### config.mk
export PLATFORM = sky130hd
export DESIGN_NAME = sflash_status_guard
export DESIGN_NICKNAME = d
export VERILOG_FILES = /design/src/rtl/sfsg_pkg.sv /design/src/rtl/sfsg_spi_link.sv /design/src/rtl/sfsg_cmd_decode.sv /design/src/rtl/sfsg_status_regs.sv /design/src/rtl/sflash_status_guard.sv
export SDC_FILE = /design/constraint.sdc
export NUM_CORES = 1
export LEC_CHECK = 0
export ABC_AREA = 1
export CAP_MARGIN = 20
export CORE_MARGIN = 3
export CORE_UTILIZATION = 40
export DETAILED_ROUTE_END_ITERATION = 6
export DONT_BUFFER_PORTS = 1
export PLACE_DENSITY_LB_ADDON = 0.08
export RECOVER_POWER = 25
export REMOVE_ABC_BUFFERS = 1
export SYNTH_ARGS = -nofsm -noshare
export SYNTH_HDL_FRONTEND = slang
export SYNTH_SLANG_ARGS = --single-unit
### constraint.sdc
create_clock -name clk -period 1.7 [get_ports clk]
set_input_delay 0.17 -clock clk [delete_from_list [all_inputs] [get_ports clk]]
set_output_delay 0.17 -clock clk [all_outputs]
set_load 0.02 [all_outputs]
### src/rtl/sfsg_pkg.sv
// Shared constants and types for the status-register protection block.
// Assumes byte-wide SPI commands and a fixed status bit layout.
package sfsg_pkg;
    localparam int BYTE_W = 8;

    localparam logic [BYTE_W-1:0] OP_READ_STATUS  = 8'h05;
    localparam logic [BYTE_W-1:0] OP_WRITE_ENABLE = 8'h06;
    localparam logic [BYTE_W-1:0] OP_STATUS_EN    = 8'h50;
    localparam logic [BYTE_W-1:0] OP_WRITE_STATUS = 8'h01;

    // Which enabling command a status write requires.
    typedef enum logic [1:0] {
        EN_BY_WREN   = 2'd0,
        EN_BY_STATUS = 2'd1,
        EN_BY_EITHER = 2'd2
    } enable_mode_e;

    // Command classified when a frame ends.
    typedef enum logic [1:0] {
        CMD_NONE   = 2'd0,
        CMD_WREN   = 2'd1,
        CMD_SEN    = 2'd2,
        CMD_WRSTAT = 2'd3
    } cmd_kind_e;
endpackage

### src/rtl/sfsg_spi_link.sv
// SPI mode-0 target link: synchronizes the pins into clk, assembles bytes
// MSB first on SCK rise and shifts a reply byte out after SCK fall.
// Assumes each SCK phase lasts at least SYNC_STAGES+1 clk cycles.
module sfsg_spi_link #(
    parameter int SYNC_STAGES = 2
) (
    input  logic                       clk,
    input  logic                       rst_n,
    input  logic                       sck,
    input  logic                       cs_n,
    input  logic                       mosi,
    input  logic                       tx_load,
    input  logic [sfsg_pkg::BYTE_W-1:0] tx_byte,
    output logic                       miso,
    output logic                       frame_start,
    output logic                       frame_end,
    output logic                       rx_valid,
    output logic [sfsg_pkg::BYTE_W-1:0] rx_byte
);
    import sfsg_pkg::*;

    localparam int BIT_W = $clog2(BYTE_W);

    logic [SYNC_STAGES:0]   sck_p;
    logic [SYNC_STAGES:0]   cs_p;
    logic [SYNC_STAGES-1:0] mosi_p;
    logic [BIT_W-1:0]       bit_cnt;
    logic [BYTE_W-1:0]      rx_sh;
    logic [BYTE_W-1:0]      tx_sh;

    logic sck_now, sck_old, cs_now, cs_old, mosi_s;
    logic sck_rise, sck_fall, active;

    // Synchronizer chains with one extra stage for edge detection.
    always_ff @(posedge clk) begin
        if (!rst_n) begin
            sck_p  <= '0;
            cs_p   <= '1;
            mosi_p <= '0;
        end else begin
            sck_p  <= {sck_p[SYNC_STAGES-1:0], sck};
            cs_p   <= {cs_p[SYNC_STAGES-1:0], cs_n};
            mosi_p <= {mosi_p[SYNC_STAGES-2:0], mosi};
        end
    end

    // Edge decode of the synchronized pins.
    always_comb begin
        sck_now     = sck_p[SYNC_STAGES-1];
        sck_old     = sck_p[SYNC_STAGES];
        cs_now      = cs_p[SYNC_STAGES-1];
        cs_old      = cs_p[SYNC_STAGES];
        mosi_s      = mosi_p[SYNC_STAGES-1];
        sck_rise    = sck_now & ~sck_old;
        sck_fall    = ~sck_now & sck_old;
        frame_start = ~cs_now & cs_old;
        frame_end   = cs_now & ~cs_old;
        active      = ~cs_now;
    end

    // Receive shifter: one bit per SCK rise, byte strobe after the eighth.
    always_ff @(posedge clk) begin
        if (!rst_n) begin
            bit_cnt  <= '0;
            rx_sh    <= '0;
            rx_valid <= 1'b0;
            rx_byte  <= '0;
        end else begin
            rx_valid <= 1'b0;
            if (frame_start) begin
                bit_cnt <= '0;
            end else if (active && sck_rise) begin
                rx_sh   <= {rx_sh[BYTE_W-2:0], mosi_s};
                bit_cnt <= bit_cnt + 1'b1;
                if (bit_cnt == BIT_W'(BYTE_W - 1)) begin
                    rx_valid <= 1'b1;
                    rx_byte  <= {rx_sh[BYTE_W-2:0], mosi_s};
                end
            end
        end
    end

    // Transmit shifter: load at a byte boundary, shift on SCK fall inside a byte.
    always_ff @(posedge clk) begin
        if (!rst_n) begin
            tx_sh <= '0;
        end else if (frame_start) begin
            tx_sh <= '0;
        end else if (tx_load) begin
            tx_sh <= tx_byte;
        end else if (active && sck_fall && bit_cnt != '0) begin
            tx_sh <= {tx_sh[BYTE_W-2:0], 1'b0};
        end
    end

    assign miso = active ? tx_sh[BYTE_W-1] : 1'b0;

    // a byte strobe always coincides with a wrapped bit counter.
    p_byte_framing_r2: assert property (@(posedge clk) disable iff (!rst_n)
        rx_valid |-> (bit_cnt == '0));
endmodule

### src/rtl/sfsg_cmd_decode.sv
// Frame decoder: captures opcode and first data byte, requests the reply for
// read status, and classifies the command when chip select rises.
// Assumes frame_start/frame_end/rx_valid never coincide.
module sfsg_cmd_decode (
    input  logic                        clk,
    input  logic                        rst_n,
    input  logic                        frame_start,
    input  logic                        frame_end,
    input  logic                        rx_valid,
    input  logic [sfsg_pkg::BYTE_W-1:0] rx_byte,
    output logic                        tx_load,
    output logic                        cmd_valid,
    output sfsg_pkg::cmd_kind_e         cmd_kind,
    output logic                        cmd_lock,
    output logic [1:0]                  cmd_prot
);
    import sfsg_pkg::*;

    logic [1:0]        byte_cnt;
    logic [BYTE_W-1:0] opcode;
    logic              data_lock;
    logic [1:0]        data_prot;
    cmd_kind_e         kind_c;

    // Byte counter (saturating) and capture of opcode and data fields.
    always_ff @(posedge clk) begin
        if (!rst_n) begin
            byte_cnt  <= '0;
            opcode    <= '0;
            data_lock <= 1'b0;
            data_prot <= '0;
        end else if (frame_start) begin
            byte_cnt <= '0;
        end else if (rx_valid) begin
            if (byte_cnt == 2'd0) opcode <= rx_byte;
            if (byte_cnt == 2'd1) begin
                data_lock <= rx_byte[7];
                data_prot <= rx_byte[3:2];
            end
            if (byte_cnt != 2'd3) byte_cnt <= byte_cnt + 2'd1;
        end
    end

    // Reply request: every byte boundary of a read-status frame.
    always_comb begin
        if (byte_cnt == 2'd0) tx_load = rx_valid && (rx_byte == OP_READ_STATUS);
        else                  tx_load = rx_valid && (opcode == OP_READ_STATUS);
    end

    // Classification of the finished frame by opcode and byte count.
    always_comb begin
        kind_c = CMD_NONE;
        if (opcode == OP_WRITE_ENABLE && byte_cnt == 2'd1)      kind_c = CMD_WREN;
        else if (opcode == OP_STATUS_EN && byte_cnt == 2'd1)    kind_c = CMD_SEN;
        else if (opcode == OP_WRITE_STATUS && byte_cnt >= 2'd2) kind_c = CMD_WRSTAT;
    end

    // Registered command strobe toward the status register.
    always_ff @(posedge clk) begin
        if (!rst_n) begin
            cmd_valid <= 1'b0;
            cmd_kind  <= CMD_NONE;
            cmd_lock  <= 1'b0;
            cmd_prot  <= '0;
        end else begin
            cmd_valid <= frame_end;
            cmd_kind  <= kind_c;
            cmd_lock  <= data_lock;
            cmd_prot  <= data_prot;
        end
    end

    // a command strobe lasts exactly one cycle.
    p_cmd_single_r4: assert property (@(posedge clk) disable iff (!rst_n)
        cmd_valid |=> !cmd_valid);
endmodule

### src/rtl/sfsg_status_regs.sv
// Status register with write-protection rules and a self-timed busy period.
// Assumes one command strobe at a time; hw protect pin is asynchronous.
module sfsg_status_regs #(
    parameter sfsg_pkg::enable_mode_e ENABLE_MODE = sfsg_pkg::EN_BY_WREN,
    parameter int BUSY_CYCLES = 1000000,
    parameter int SYNC_STAGES = 2
) (
    input  logic                        clk,
    input  logic                        rst_n,
    input  logic                        hw_protect_n,
    input  logic                        cmd_valid,
    input  sfsg_pkg::cmd_kind_e         cmd_kind,
    input  logic                        cmd_lock,
    input  logic [1:0]                  cmd_prot,
    output logic [sfsg_pkg::BYTE_W-1:0] status
);
    import sfsg_pkg::*;

    localparam int   CNT_W      = $clog2(BUSY_CYCLES + 1);
    localparam logic ALLOW_WREN = (ENABLE_MODE != EN_BY_STATUS);
    localparam logic ALLOW_SEN  = (ENABLE_MODE != EN_BY_WREN);

    logic [SYNC_STAGES-1:0] wp_p;
    logic                   wp_s;
    logic                   lock_q, err_q, wel_q, sen_q, busy_q;
    logic [1:0]             prot_q;
    logic                   pend_lock;
    logic [1:0]             pend_prot;
    logic [CNT_W-1:0]       cnt_q;
    logic                   wr_enabled, wr_refused;
    logic                   next_lock;
    logic [1:0]             next_prot;

    // Protect pin synchronizer.
    always_ff @(posedge clk) begin
        if (!rst_n) wp_p <= '1;
        else        wp_p <= {wp_p[SYNC_STAGES-2:0], hw_protect_n};
    end
    assign wp_s = wp_p[SYNC_STAGES-1];

    // Write admission and the field values an admitted write would commit.
    always_comb begin
        wr_enabled = (ALLOW_WREN && wel_q) || (ALLOW_SEN && sen_q);
        wr_refused = lock_q && !cmd_lock && !wp_s;
        next_lock  = cmd_lock;
        if (lock_q)                  next_prot = prot_q;
        else if (cmd_prot == 2'b00)  next_prot = 2'b00;
        else if (cmd_prot == 2'b11)  next_prot = 2'b11;
        else                         next_prot = prot_q;
    end

    // Command execution, busy timer and commit at the end of the busy period.
    always_ff @(posedge clk) begin
        if (!rst_n) begin
            lock_q    <= 1'b0;
            prot_q    <= 2'b11;
            err_q     <= 1'b0;
            wel_q     <= 1'b0;
            sen_q     <= 1'b0;
            busy_q    <= 1'b0;
            cnt_q     <= '0;
            pend_lock <= 1'b0;
            pend_prot <= 2'b11;
        end else if (busy_q) begin
            if (cnt_q == '0) begin
                busy_q <= 1'b0;
                wel_q  <= 1'b0;
                err_q  <= 1'b0;
                lock_q <= pend_lock;
                prot_q <= pend_prot;
            end else begin
                cnt_q <= cnt_q - 1'b1;
            end
        end else if (cmd_valid) begin
            case (cmd_kind)
                CMD_WREN: wel_q <= 1'b1;
                CMD_SEN:  if (ALLOW_SEN) sen_q <= 1'b1;
                CMD_WRSTAT: begin
                    sen_q <= 1'b0;
                    if (!wr_enabled) begin
                        wel_q <= 1'b0;
                    end else if (wr_refused) begin
                        wel_q <= 1'b0;
                        err_q <= 1'b1;
                    end else begin
                        busy_q    <= 1'b1;
                        cnt_q     <= CNT_W'(BUSY_CYCLES - 1);
                        pend_lock <= next_lock;
                        pend_prot <= next_prot;
                    end
                end
                default: ;
            endcase
        end
    end

    assign status = {lock_q, 1'b0, err_q, wp_s, prot_q, wel_q, busy_q};

    // a set lock keeps the protection field frozen.
    p_lock_freezes_prot_r8: assert property (@(posedge clk) disable iff (!rst_n)
        lock_q |=> (prot_q == $past(prot_q)));
    // the lock only drops when a self-timed write completes.
    p_lock_drop_at_end_r8: assert property (@(posedge clk) disable iff (!rst_n)
        $fell(lock_q) |-> $fell(busy_q));
    // busy only starts when an enabling command preceded it.
    p_busy_needs_enable_r5: assert property (@(posedge clk) disable iff (!rst_n)
        $rose(busy_q) |-> $past(wel_q || sen_q));
    // the write-enable latch is clear once busy ends.
    p_wel_clear_at_end_r6: assert property (@(posedge clk) disable iff (!rst_n)
        $fell(busy_q) |-> !wel_q);
    // the timer stays inside its window while busy.
    p_busy_window_r6: assert property (@(posedge clk) disable iff (!rst_n)
        busy_q |-> (cnt_q < CNT_W'(BUSY_CYCLES)));
    // a refusal never starts the busy period.
    p_refuse_no_busy_r9: assert property (@(posedge clk) disable iff (!rst_n)
        $rose(err_q) |-> !busy_q);
endmodule

### src/rtl/sflash_status_guard.sv
// Top: serial flash status register with protection rules behind an SPI
// mode-0 target. Assumes clk is much faster than spi_sck.
module sflash_status_guard #(
    parameter sfsg_pkg::enable_mode_e ENABLE_MODE = sfsg_pkg::EN_BY_WREN,
    parameter int BUSY_CYCLES = 1000000,
    parameter int SYNC_STAGES = 2
) (
    input  logic clk,
    input  logic rst_n,
    input  logic spi_sck,
    input  logic spi_cs_n,
    input  logic spi_mosi,
    input  logic hw_protect_n,
    output logic spi_miso
);
    import sfsg_pkg::*;

    logic              frame_start, frame_end, rx_valid, tx_load;
    logic [BYTE_W-1:0] rx_byte, status;
    logic              cmd_valid, cmd_lock;
    cmd_kind_e         cmd_kind;
    logic [1:0]        cmd_prot;

    sfsg_spi_link #(.SYNC_STAGES(SYNC_STAGES)) u_link (
        .clk(clk), .rst_n(rst_n),
        .sck(spi_sck), .cs_n(spi_cs_n), .mosi(spi_mosi),
        .tx_load(tx_load), .tx_byte(status), .miso(spi_miso),
        .frame_start(frame_start), .frame_end(frame_end),
        .rx_valid(rx_valid), .rx_byte(rx_byte)
    );

    sfsg_cmd_decode u_decode (
        .clk(clk), .rst_n(rst_n),
        .frame_start(frame_start), .frame_end(frame_end),
        .rx_valid(rx_valid), .rx_byte(rx_byte),
        .tx_load(tx_load), .cmd_valid(cmd_valid), .cmd_kind(cmd_kind),
        .cmd_lock(cmd_lock), .cmd_prot(cmd_prot)
    );

    sfsg_status_regs #(
        .ENABLE_MODE(ENABLE_MODE), .BUSY_CYCLES(BUSY_CYCLES),
        .SYNC_STAGES(SYNC_STAGES)
    ) u_regs (
        .clk(clk), .rst_n(rst_n), .hw_protect_n(hw_protect_n),
        .cmd_valid(cmd_valid), .cmd_kind(cmd_kind),
        .cmd_lock(cmd_lock), .cmd_prot(cmd_prot), .status(status)
    );
endmodule

## Word level (Yosys, flattened, before mapping)

Cells that the tools add are included.

- Logic and storage cells: 126
- Input bits: 6
- Register bits after elaboration: 85
- Output and inout port bits: 1

- Mux-type cells: 32
- Equality and inequality tests: 14
- Bitwise logic cells: 13
- Magnitude comparators: 1
- Reduce and logical (&&, ||, !) cells: 36
- $add $sub $neg: 3

Operators by type and width:

| kind | count |
|---|---|
| $mux 20 | 6 |
| $eq 8x3->1 const B | 3 |
| $logic_not 20->1 | 1 |
| $sub 20x1->20 const B | 1 |
| $mux 1 | 18 |
| $mux 8 | 2 |
| $reduce_and 5->1 | 3 |
| $reduce_and 3->1 | 4 |
| $logic_and 1x1->1 | 10 |
| $mux 2 | 5 |
| $reduce_bool 2->1 | 5 |
| $not 1->1 | 9 |
| $eq 8x1->1 const B | 1 |
| $eq 8x7->1 const B | 1 |
| $ne 2x2->1 const B | 3 |
| $reduce_and 2->1 | 3 |
| $reduce_bool 3->1 | 2 |
| $reduce_or 3->1 | 2 |
| $and 1x1->1 | 4 |
| $eq 2x1->1 const B | 2 |
| $eq 2x2->1 const B | 2 |
| $logic_not 2->1 | 2 |
| $reduce_or 2->1 | 2 |
| $add 3x1->3 const B | 1 |
| other kinds (6) | 7 |

## Longest topological paths before layout

Gate-level depths: netlist (run 1).

- Word-level depth: 8
- Mapped depth: 11
- Depth with buffers taken out: 11

## By module

A second synthesis (run 1) with hierarchy kept.

- Cell total of the unflattened synthesis: 579
- Area, all modules: 4174.0 um^2

By module, submodules not included:

| module | area an instance (um^2) | times used | sequential area each (um^2) | cells an instance |
|---|---|---|---|---|
| sfsg_status_regs | 1866.8 | 1 | 620.6 | 291 |
| sfsg_spi_link | 1455.1 | 1 | 700.7 | 172 |
| sfsg_cmd_decode | 852.1 | 1 | 380.4 | 116 |

## Worst setup path after synthesis (run 1)

No wires, ideal clock.

- Path kind: reg-to-reg
- Start: reg u_regs.cnt_q[0]
- End: reg u_regs.cnt_q[16]
- Buffers on the path: 1
- Library setup time: 139 ps
- Data required time: 1561 ps
- Slack: 242 ps
- Period minus slack after synthesis: 1458 ps
- Data arrival time: 1319 ps
- Cell stages (with the launch flop): 11
- Cell sequence: dfxtp_1 > inv_1 > ha_1 > nand2_1 > nor2_1 > nand3_4 > nand2_4 > nand2_4 > buf_4 > nand2_1 > a21oi_2

- Cells in the longest elaborated chain, start to end: 3
- Elaborated cells on any way between the ends: 6

RTL lines:

| what | line | source |
|---|---|---|
| start: declaration | sfsg_status_regs.sv:29 | `logic [CNT_W-1:0] cnt_q;` |
| start signal: assignment | sfsg_status_regs.sv:72 | `cnt_q <= cnt_q - 1'b1;` |
| start signal: assignment | sfsg_status_regs.sv:87 | `cnt_q <= CNT_W'(BUSY_CYCLES - 1);` |
| $sub 20x1->20 / $logic_not 20->1 (equally long branches) | sfsg_status_regs.sv:72, sfsg_status_regs.sv:65 |  |
| $mux 20 / $ne 2x2->1 (equally long branches) | n/a |  |
| $mux 20 / $reduce_and 5->1 (equally long branches) | n/a |  |

Parallel ways exist; a longest one is shown, timed or not. The select of a mux whose other input is x is not followed.
A chain may end at the register's enable or synchronous reset.

## Worst setup path after layout (run 1)

- Start: reg u_decode.byte_cnt[1]
- End: reg u_link.tx_sh[7]

- Cells in the longest elaborated chain, start to end: 3
- Elaborated cells on any way between the ends: 4

RTL lines:

| what | line | source |
|---|---|---|
| start: declaration | sfsg_cmd_decode.sv:19 | `logic [1:0] byte_cnt;` |
| start signal: assignment | sfsg_cmd_decode.sv:40 | `if (byte_cnt != 2'd3) byte_cnt <= byte_cnt + 2'd1;` |
| $logic_not 2->1 * | sfsg_cmd_decode.sv:46 | `if (byte_cnt == 2'd0) tx_load = rx_valid && (rx_byte == OP_READ_STATUS);` |
| $mux 1 * | sfsg_cmd_decode.sv:46 |  |
| $mux 8 / $reduce_bool 2->1 (equally long branches) | n/a |  |
| end signal: assignment | sfsg_spi_link.sv:90 | `tx_sh <= tx_byte;` |
| end signal: assignment | sfsg_spi_link.sv:92 | `tx_sh <= {tx_sh[BYTE_W-2:0], 1'b0};` |
| end: declaration | sfsg_spi_link.sv:29 | `logic [BYTE_W-1:0] tx_sh;` |

Mark *: on every way between the ends. The rest lies on a longest branch, timed or not.

==> impl_results.md, run 1 <==
- Worst path max stage delay: 0.36 ns
- WL per Instance: 12.5 µm
- Seq/Total Area, Yosys: 0.437
- Yosys Warn Count: 0
- DRC Markers: 0
- Inserted Diodes: 0
- Hold_sp: rst_n
- Period utilization: 0.923
- Met2 wire length: 4.03 mm
- Number of distinct library cells after synthesis: 35
- CP startpoint kind: flip-flop
- Fin Clk Skew: 0.0178 ns
- Hold Slack: 0.0631 ns
- Critical path class: flip-flop to flip-flop
- Avg Cell Area, Syn: 7.11 µm²
- CP endpoint kind: flip-flop
- Post-DRT Antenna Nets: 0
- First-pass iteration count of the detailed router: 4
- Number of global-route vias before repair: 3,217
- CP bufs+invs: 3
- Hold endpoint: u_link.cs_p[2]
- RSZ-0062 raised after global routing: yes
- Die Area: 10,900 µm²
- Setup violations, final: 0
- Post-synth ARST share: 0
- R2R setup slack: 0.13 ns
- Starting DRC count in detailed routing: 92
- Maxcap violations: 0
- Post-route setup slack: 0.131 ns
- Global-route wire length before repair: 14.8 mm
- Power per cell area: 786 nW/µm²
- Slowest-stage cell, CP: dfxtp_2
- # clock sinks: 85
- Die W: 105 µm
- # IOs: 7
- Nets: 584
- Post-synth top area share: 0.437
- Required @ worst endpoint: 1.97 ns
- Final Util: 0.477
- Met3 WL: 196 µm
- CP top delay family: simple AND/OR/NAND/NOR gates
- Max Buffers Root-to-Sink: 2
- CTS H-tree depth: 3
- Worst Max-Slew Pin Slew: 0.472 ns
- R2R Path Start: u_decode.byte_cnt[1]
- Layout cells sized above 1: 0.146
- Maximum vdd drop: 0.487 mV
- Max-Slew Margin vs Limit: 0.684
- Root Driver: clkbuf_8
- Met1 wire length: 4.42 mm
- EDFF count, synth: 0
- Final Hold Viols: 0
- Number of synthesized register bits: 85
- Main flop type after synthesis: dfxtp_1
- Slew Viols, Final: 0
- Post-synth top area cell: dfxtp_1
- Post-route cell area: 4450 µm²
- Clock transition at path regs: 0.10 ns
- Final WL: 8.77 mm
- Syn Inst Count: 547
- Die Span Y: 105 µm
- Syn-to-layout area delta: 14.3%
- IO Port Bufs: 0
- CTS buffer count: 9
- Hold depth: 2
- Filler instances: 983
- Post-place instance area: 4130 µm²
- Critical-path cell list: inv_1 > ha_2 > inv_1 > nor3_1 > nand3_1 > nand2_2 > buf_6 > nand3_1 > nand2_1 > nor2_1
- Core Box Area: 9330 µm²
- Leading post-synthesis cells by cell area: dfxtp_1, nand2_1, a21oi_1, inv_1, nor2_1
- Leakage: 1.95 nW
- Largest net degree at the start of global routing: 40
- Top Layer Used: met4
- Initial antenna violation count: 0
- Initial Util: 0.417
- Reg2reg end: u_link.tx_sh[7]
- Crit path time final: 1.57 ns
- Clock Latency Late Sink: 0.36 ns
- Placer congestion estimate: 0.879
- Status: complete, no violations
- Via/cell ratio: 4.83
- Hold WC Path Type: input pin to flip-flop
- Post-DP HPWL: 6.04 mm
- Routed via count: 3,392
- Setup TNS: 0 ns
- Worst Reg-to-Reg Cells: 10
- Fmax: 0.637 GHz
- Dpl ws: -0.00377 ns
- GRT overflow: 0
- CP Max Fanout: 9
- Rows: 35
- Total GRT Usage: 0.165
- WP data arrival: 1.84 ns
- Mapped Area: 3890 µm²
- CTS tree: done
==> placed cells by master (no fill, tap or decap), types with 7 or more instances in the layout <==
master,instances
buf_4,17
dfxtp_1,83
nor3_1,7
nand2_1,119
o21ai_0,34
nor2_1,55
inv_1,64
nor2_2,10
a21oi_1,54
inv_2,8
nand3_1,33
clkbuf_8,10
a21oi_2,7
ha_1,7
==> layer usage <==
layer / global-route usage / vias up
li1: - / 1806
met5: 0 / -
met4: 0.0544 / 0
met1: 0.212 / 1547
met3: 0.0278 / 11
met2: 0.280 / 28
==> Yosys cell counts (all sizes together), types with 4 or more instances <==
| library cell | count |
|---|---|
| nand2 | 124 |
| nand4 | 6 |
| nor3 | 9 |
| o21bai | 4 |
| clkbuf | 9 |
| nand3b | 4 |
| ha | 9 |
| o21ai | 40 |
| nor2 | 66 |
| nand3 | 36 |
| a21oi | 61 |
| or2 | 6 |
| buf | 4 |
| dfxtp | 85 |
| inv | 74 |
==> layout make-up <==
type                       count  area (µm²)  share of cell area
clock inverter                 6        56.3              0.0127
tap                          129         161              0.0363
multi-input combinational    375        1890               0.426
timing repair buffer          23         199              0.0447
clock buffer                  10         138              0.0310
timing repair inverter         1        6.26             0.00141
sequential                    85        1700               0.383
inverter                      74         288              0.0647
==> how the worst max path moves through the flow <==
stage               depth (start not counted)  slack (ns)                to                 start
global placement                           10        0.04  u_regs.cnt_q[17]       u_regs.cnt_q[0]
CTS                                         9       0.002   u_link.tx_sh[6]     u_link.bit_cnt[0]
finish                                     10        0.13   u_link.tx_sh[7]  u_decode.byte_cnt[1]
global route                               10       -0.01   u_link.tx_sh[7]  u_decode.byte_cnt[1]
detailed placement                         10      -0.004   u_regs.cnt_q[7]       u_regs.cnt_q[0]
floorplan                                   6        0.24  u_regs.cnt_q[15]         u_regs.busy_q
==> report_power, final <==
part / switching [mW] / leakage [nW] / internal [mW]
combinational: 0.0545 / 1.17 / 0.0307
clock: 0.806 / 0.0965 / 0.599
sequential: 0.00564 / 0.688 / 2.00
total: 0.866 / 1.95 / 2.63
==> logic make-up after synthesis <==
| family | Yosys count | synth area share |
|---|---|---|
| adders and majority gates | 9 | 0.0289 |
| AOI/OAI and AO/OA | 109 | 0.152 |
| xor gates and xnor gates | 3 | 0.00675 |
| buffers and inverters | 87 | 0.0884 |
| and+or+nand+nor | 254 | 0.287 |
| DFF | 85 | 0.437 |
==> stage by stage <==
stage                     std cells  total power [mW]
after floorplan                 534              2.10
after global placement          681              2.11
after detailed placement        681              2.11
after CTS                       703              3.54
after global routing            703              3.64
final                           703              3.50
==> registers in the layout, summed over array words and instances (netlist names), 2 cells and up <==
| register | cells |
|---|---|
| u_decode.byte_cnt | 2 |
| u_decode.cmd_kind | 2 |
| u_decode.cmd_prot | 2 |
| u_decode.data_prot | 2 |
| u_decode.opcode | 8 |
| u_link.bit_cnt | 3 |
| u_link.cs_p | 3 |
| u_link.mosi_p | 2 |
| u_link.rx_byte | 8 |
| u_link.rx_sh | 7 |
| u_link.sck_p | 3 |
| u_link.tx_sh | 8 |
| u_regs.cnt_q | 20 |
| u_regs.pend_prot | 2 |
| u_regs.prot_q | 2 |
| u_regs.wp_p | 2 |
==> what timing repair did <==
action | CTS | global route
buffers inserted | 0 | 0
endpoints found under the hold margin | 41 | 0
resized for setup | 2 | 22
cloned | 1 | 0
hold buffers | 5 | 0
pin swaps | 0 | 1
endpoints found under the setup margin | 5 | 35
Power figures use the tool's default switching activity.
==> run 2, diff against run 1 <==
Settings changed: PLACE_DENSITY from default to 0.57, PLACE_DENSITY_LB_ADDON 0.08 to default.
==> run 2 against run 1 <==
Against the previous run: maximum frequency fell by 0.34%; die area unchanged; worst setup slack lost 0.0053 ns; design area fell by 0.31%; clock-buffer cell count unchanged; non-clock buffer count decreased by 2; wire length shrank 4.0%; combinational power fell by 1%; sequential power is essentially flat; sequential cell count stayed put; critical endpoint is now u_regs.cnt_q[17]; largest cell class unchanged.
==> impl_results.md, run 2 (synthesis results as in run 1) <==
- Status: complete, no violations
- CP bufs+invs: 2
- Largest Register: u_regs.cnt_q
- GR Util met3: 0.0445
- Max-Slew Margin vs Limit: 0.702
- Max Buffers Root-to-Sink: 2
- Grt peak-use layer: met2
- Number of global-route vias before repair: 3,353
- Postcts setup bufs: 0
- Worst path max stage delay: 0.30 ns
- Fmax: 0.635 GHz
- Post-DRT Antenna Nets: 0
- CP endpoint kind: flip-flop
- Multi-input logic area: 1880 µm²
- Rows: 35
- Post-Place Cells: 679
- Slew Viols, Final: 0
- GRT overflow: 0
- Critical path class: flip-flop to flip-flop
- # IOs: 7
- FF/Latch Area: 1700 µm²
- Die Area: 10,900 µm²
- Filler instances: 970
- Layout cells sized above 1: 0.123
- Nets: 581
- GR Util met2: 0.285
- Root Driver: clkbuf_8
- Syn-to-layout area delta: 13.9%
- Maximum vdd drop: 0.505 mV
- Slowest-stage cell, CP: dfxtp_1
- Hold_sp: rst_n
- Non-filler instance count after layout: 700
- Placer congestion estimate: 0.810
- Routed via count: 3,352
- Die Span Y: 105 µm
- WL per Instance: 12.0 µm
- IO Port Bufs: 0
- Post-DP HPWL: 5.87 mm
- Core Box Area: 9330 µm²
- DRC Markers: 0
- # clock sinks: 85
- Hold WC Path Type: input pin to flip-flop
- WP data arrival: 1.87 ns
- Commonest cells after routing, fill and taps aside: nand2_1, dfxtp_1, inv_1
- Largest register FFs: 20
- Crit path time final: 1.57 ns
- R2R Path Start: u_regs.cnt_q[0]
- Initial Util: 0.417
- Leakage: 1.96 nW
- Die W: 105 µm
- First-pass iteration count of the detailed router: 4
- Dpl ws: 0.0588 ns
- CP top delay family: simple AND/OR/NAND/NOR gates
- Worst Max-Slew Pin Slew: 0.446 ns
- Clock Latency Late Sink: 0.37 ns
- Period utilization: 0.926
- CTS H-tree depth: 3
- Initial antenna violation count: 0
- Crit-path most repeated cell: nand2_1
- Inserted Diodes: 0
- CP startpoint kind: flip-flop
- CTS buffer count: 9
- Setup violations, final: 0
- Met1 Use GR: 0.188
- Fin Clk Skew: 0.00872 ns
- CP Max Fanout: 19
- Clock transition at path regs: 0.09 ns
- Starting DRC count in detailed routing: 96
- Critical path launch point: u_regs.cnt_q[0]
- Commonest non-fill, non-tap cell in the layout: nand2_1
- Maxcap violations: 0
- Required @ worst endpoint: 1.99 ns
- CTS tree: done
- Final Hold Viols: 0
- Total GRT Usage: 0.163
- Power per cell area: 821 nW/µm²
- Post-route setup slack: 0.125 ns
- Final WL: 8.42 mm
- Global-route wire length before repair: 14.7 mm
- Largest net degree at the start of global routing: 40
- Critical-path cell list: inv_1 > ha_1 > nand2_1 > nor2_1 > nand3_4 > nand2_4 > nand2_8 > clkinv_8 > nand2_1 > a21oi_1
- Via/cell ratio: 4.79
- Final Util: 0.475
-- run 2: changes by cell type in the layout (fill, tap and decap cells not counted), moves of 3 or more --
cell / previous run / this run
nor2_2: 10 / 6
inv_6: 0 / 4
nor2_1: 55 / 58
inv_1: 64 / 68
inv_2: 8 / 4
clkinv_4: 3 / 0
-- run 2: what timing repair did --
action / in CTS / in global routing
setup endpoints to repair: 0 / 28
resized for setup: 0 / 15
hold buffers: 5 / 0
endpoints found under the hold margin: 41 / 0
-- run 2: worst paths after layout --
| check | end | slack [ns] | depth (start not counted) |
|---|---|---|---|
| worst max register to register | u_regs.cnt_q[17] | 0.13 | 10 |
| worst min-delay path | u_link.cs_p[2] | 0.05 | 2 |
| worst max-delay path | u_regs.cnt_q[17] | 0.13 | 10 |
| worst min register to register | u_link.cs_p[1] | 0.42 | 1 |
-- run 2: power by group --
part           leakage, nW  switching (mW)  internal, mW
logic                 1.16          0.0538        0.0306
registers            0.687         0.00559          2.00
clock network        0.110           0.797         0.751
total                 1.96           0.856          2.78
-- run 2: layer usage --
layer,vias up,share of wire
li1,1794,-
met1,1503,0.47
met2,42,0.48
met3,13,0.039
met4,0,0.015
met5,-,0
-- run 2: layout make-up --
| type | instances | share of cell area |
|---|---|---|
| inverter | 74 | 0.0660 |
| tap | 129 | 0.0364 |
| clock buffer | 10 | 0.0310 |
| sequential | 85 | 0.384 |
| clock inverter | 6 | 0.0172 |
| multi-input combinational | 375 | 0.424 |
| timing repair buffer | 21 | 0.0406 |
-- run 2: stage by stage --
step	TNS (ns)	total power, mW	instance area (µm²)	hold WS [ns]
2_1_floorplan	0	2.10	3830	0.239
3_3_place_gp	0	2.11	4110	0.245
3_5_place_dp	0	2.11	4110	0.248
4_1_cts	0	3.69	4390	0.0282
5_1_grt	-0.0146	3.78	4430	0.0400
6_report	0	3.64	4430	0.0465
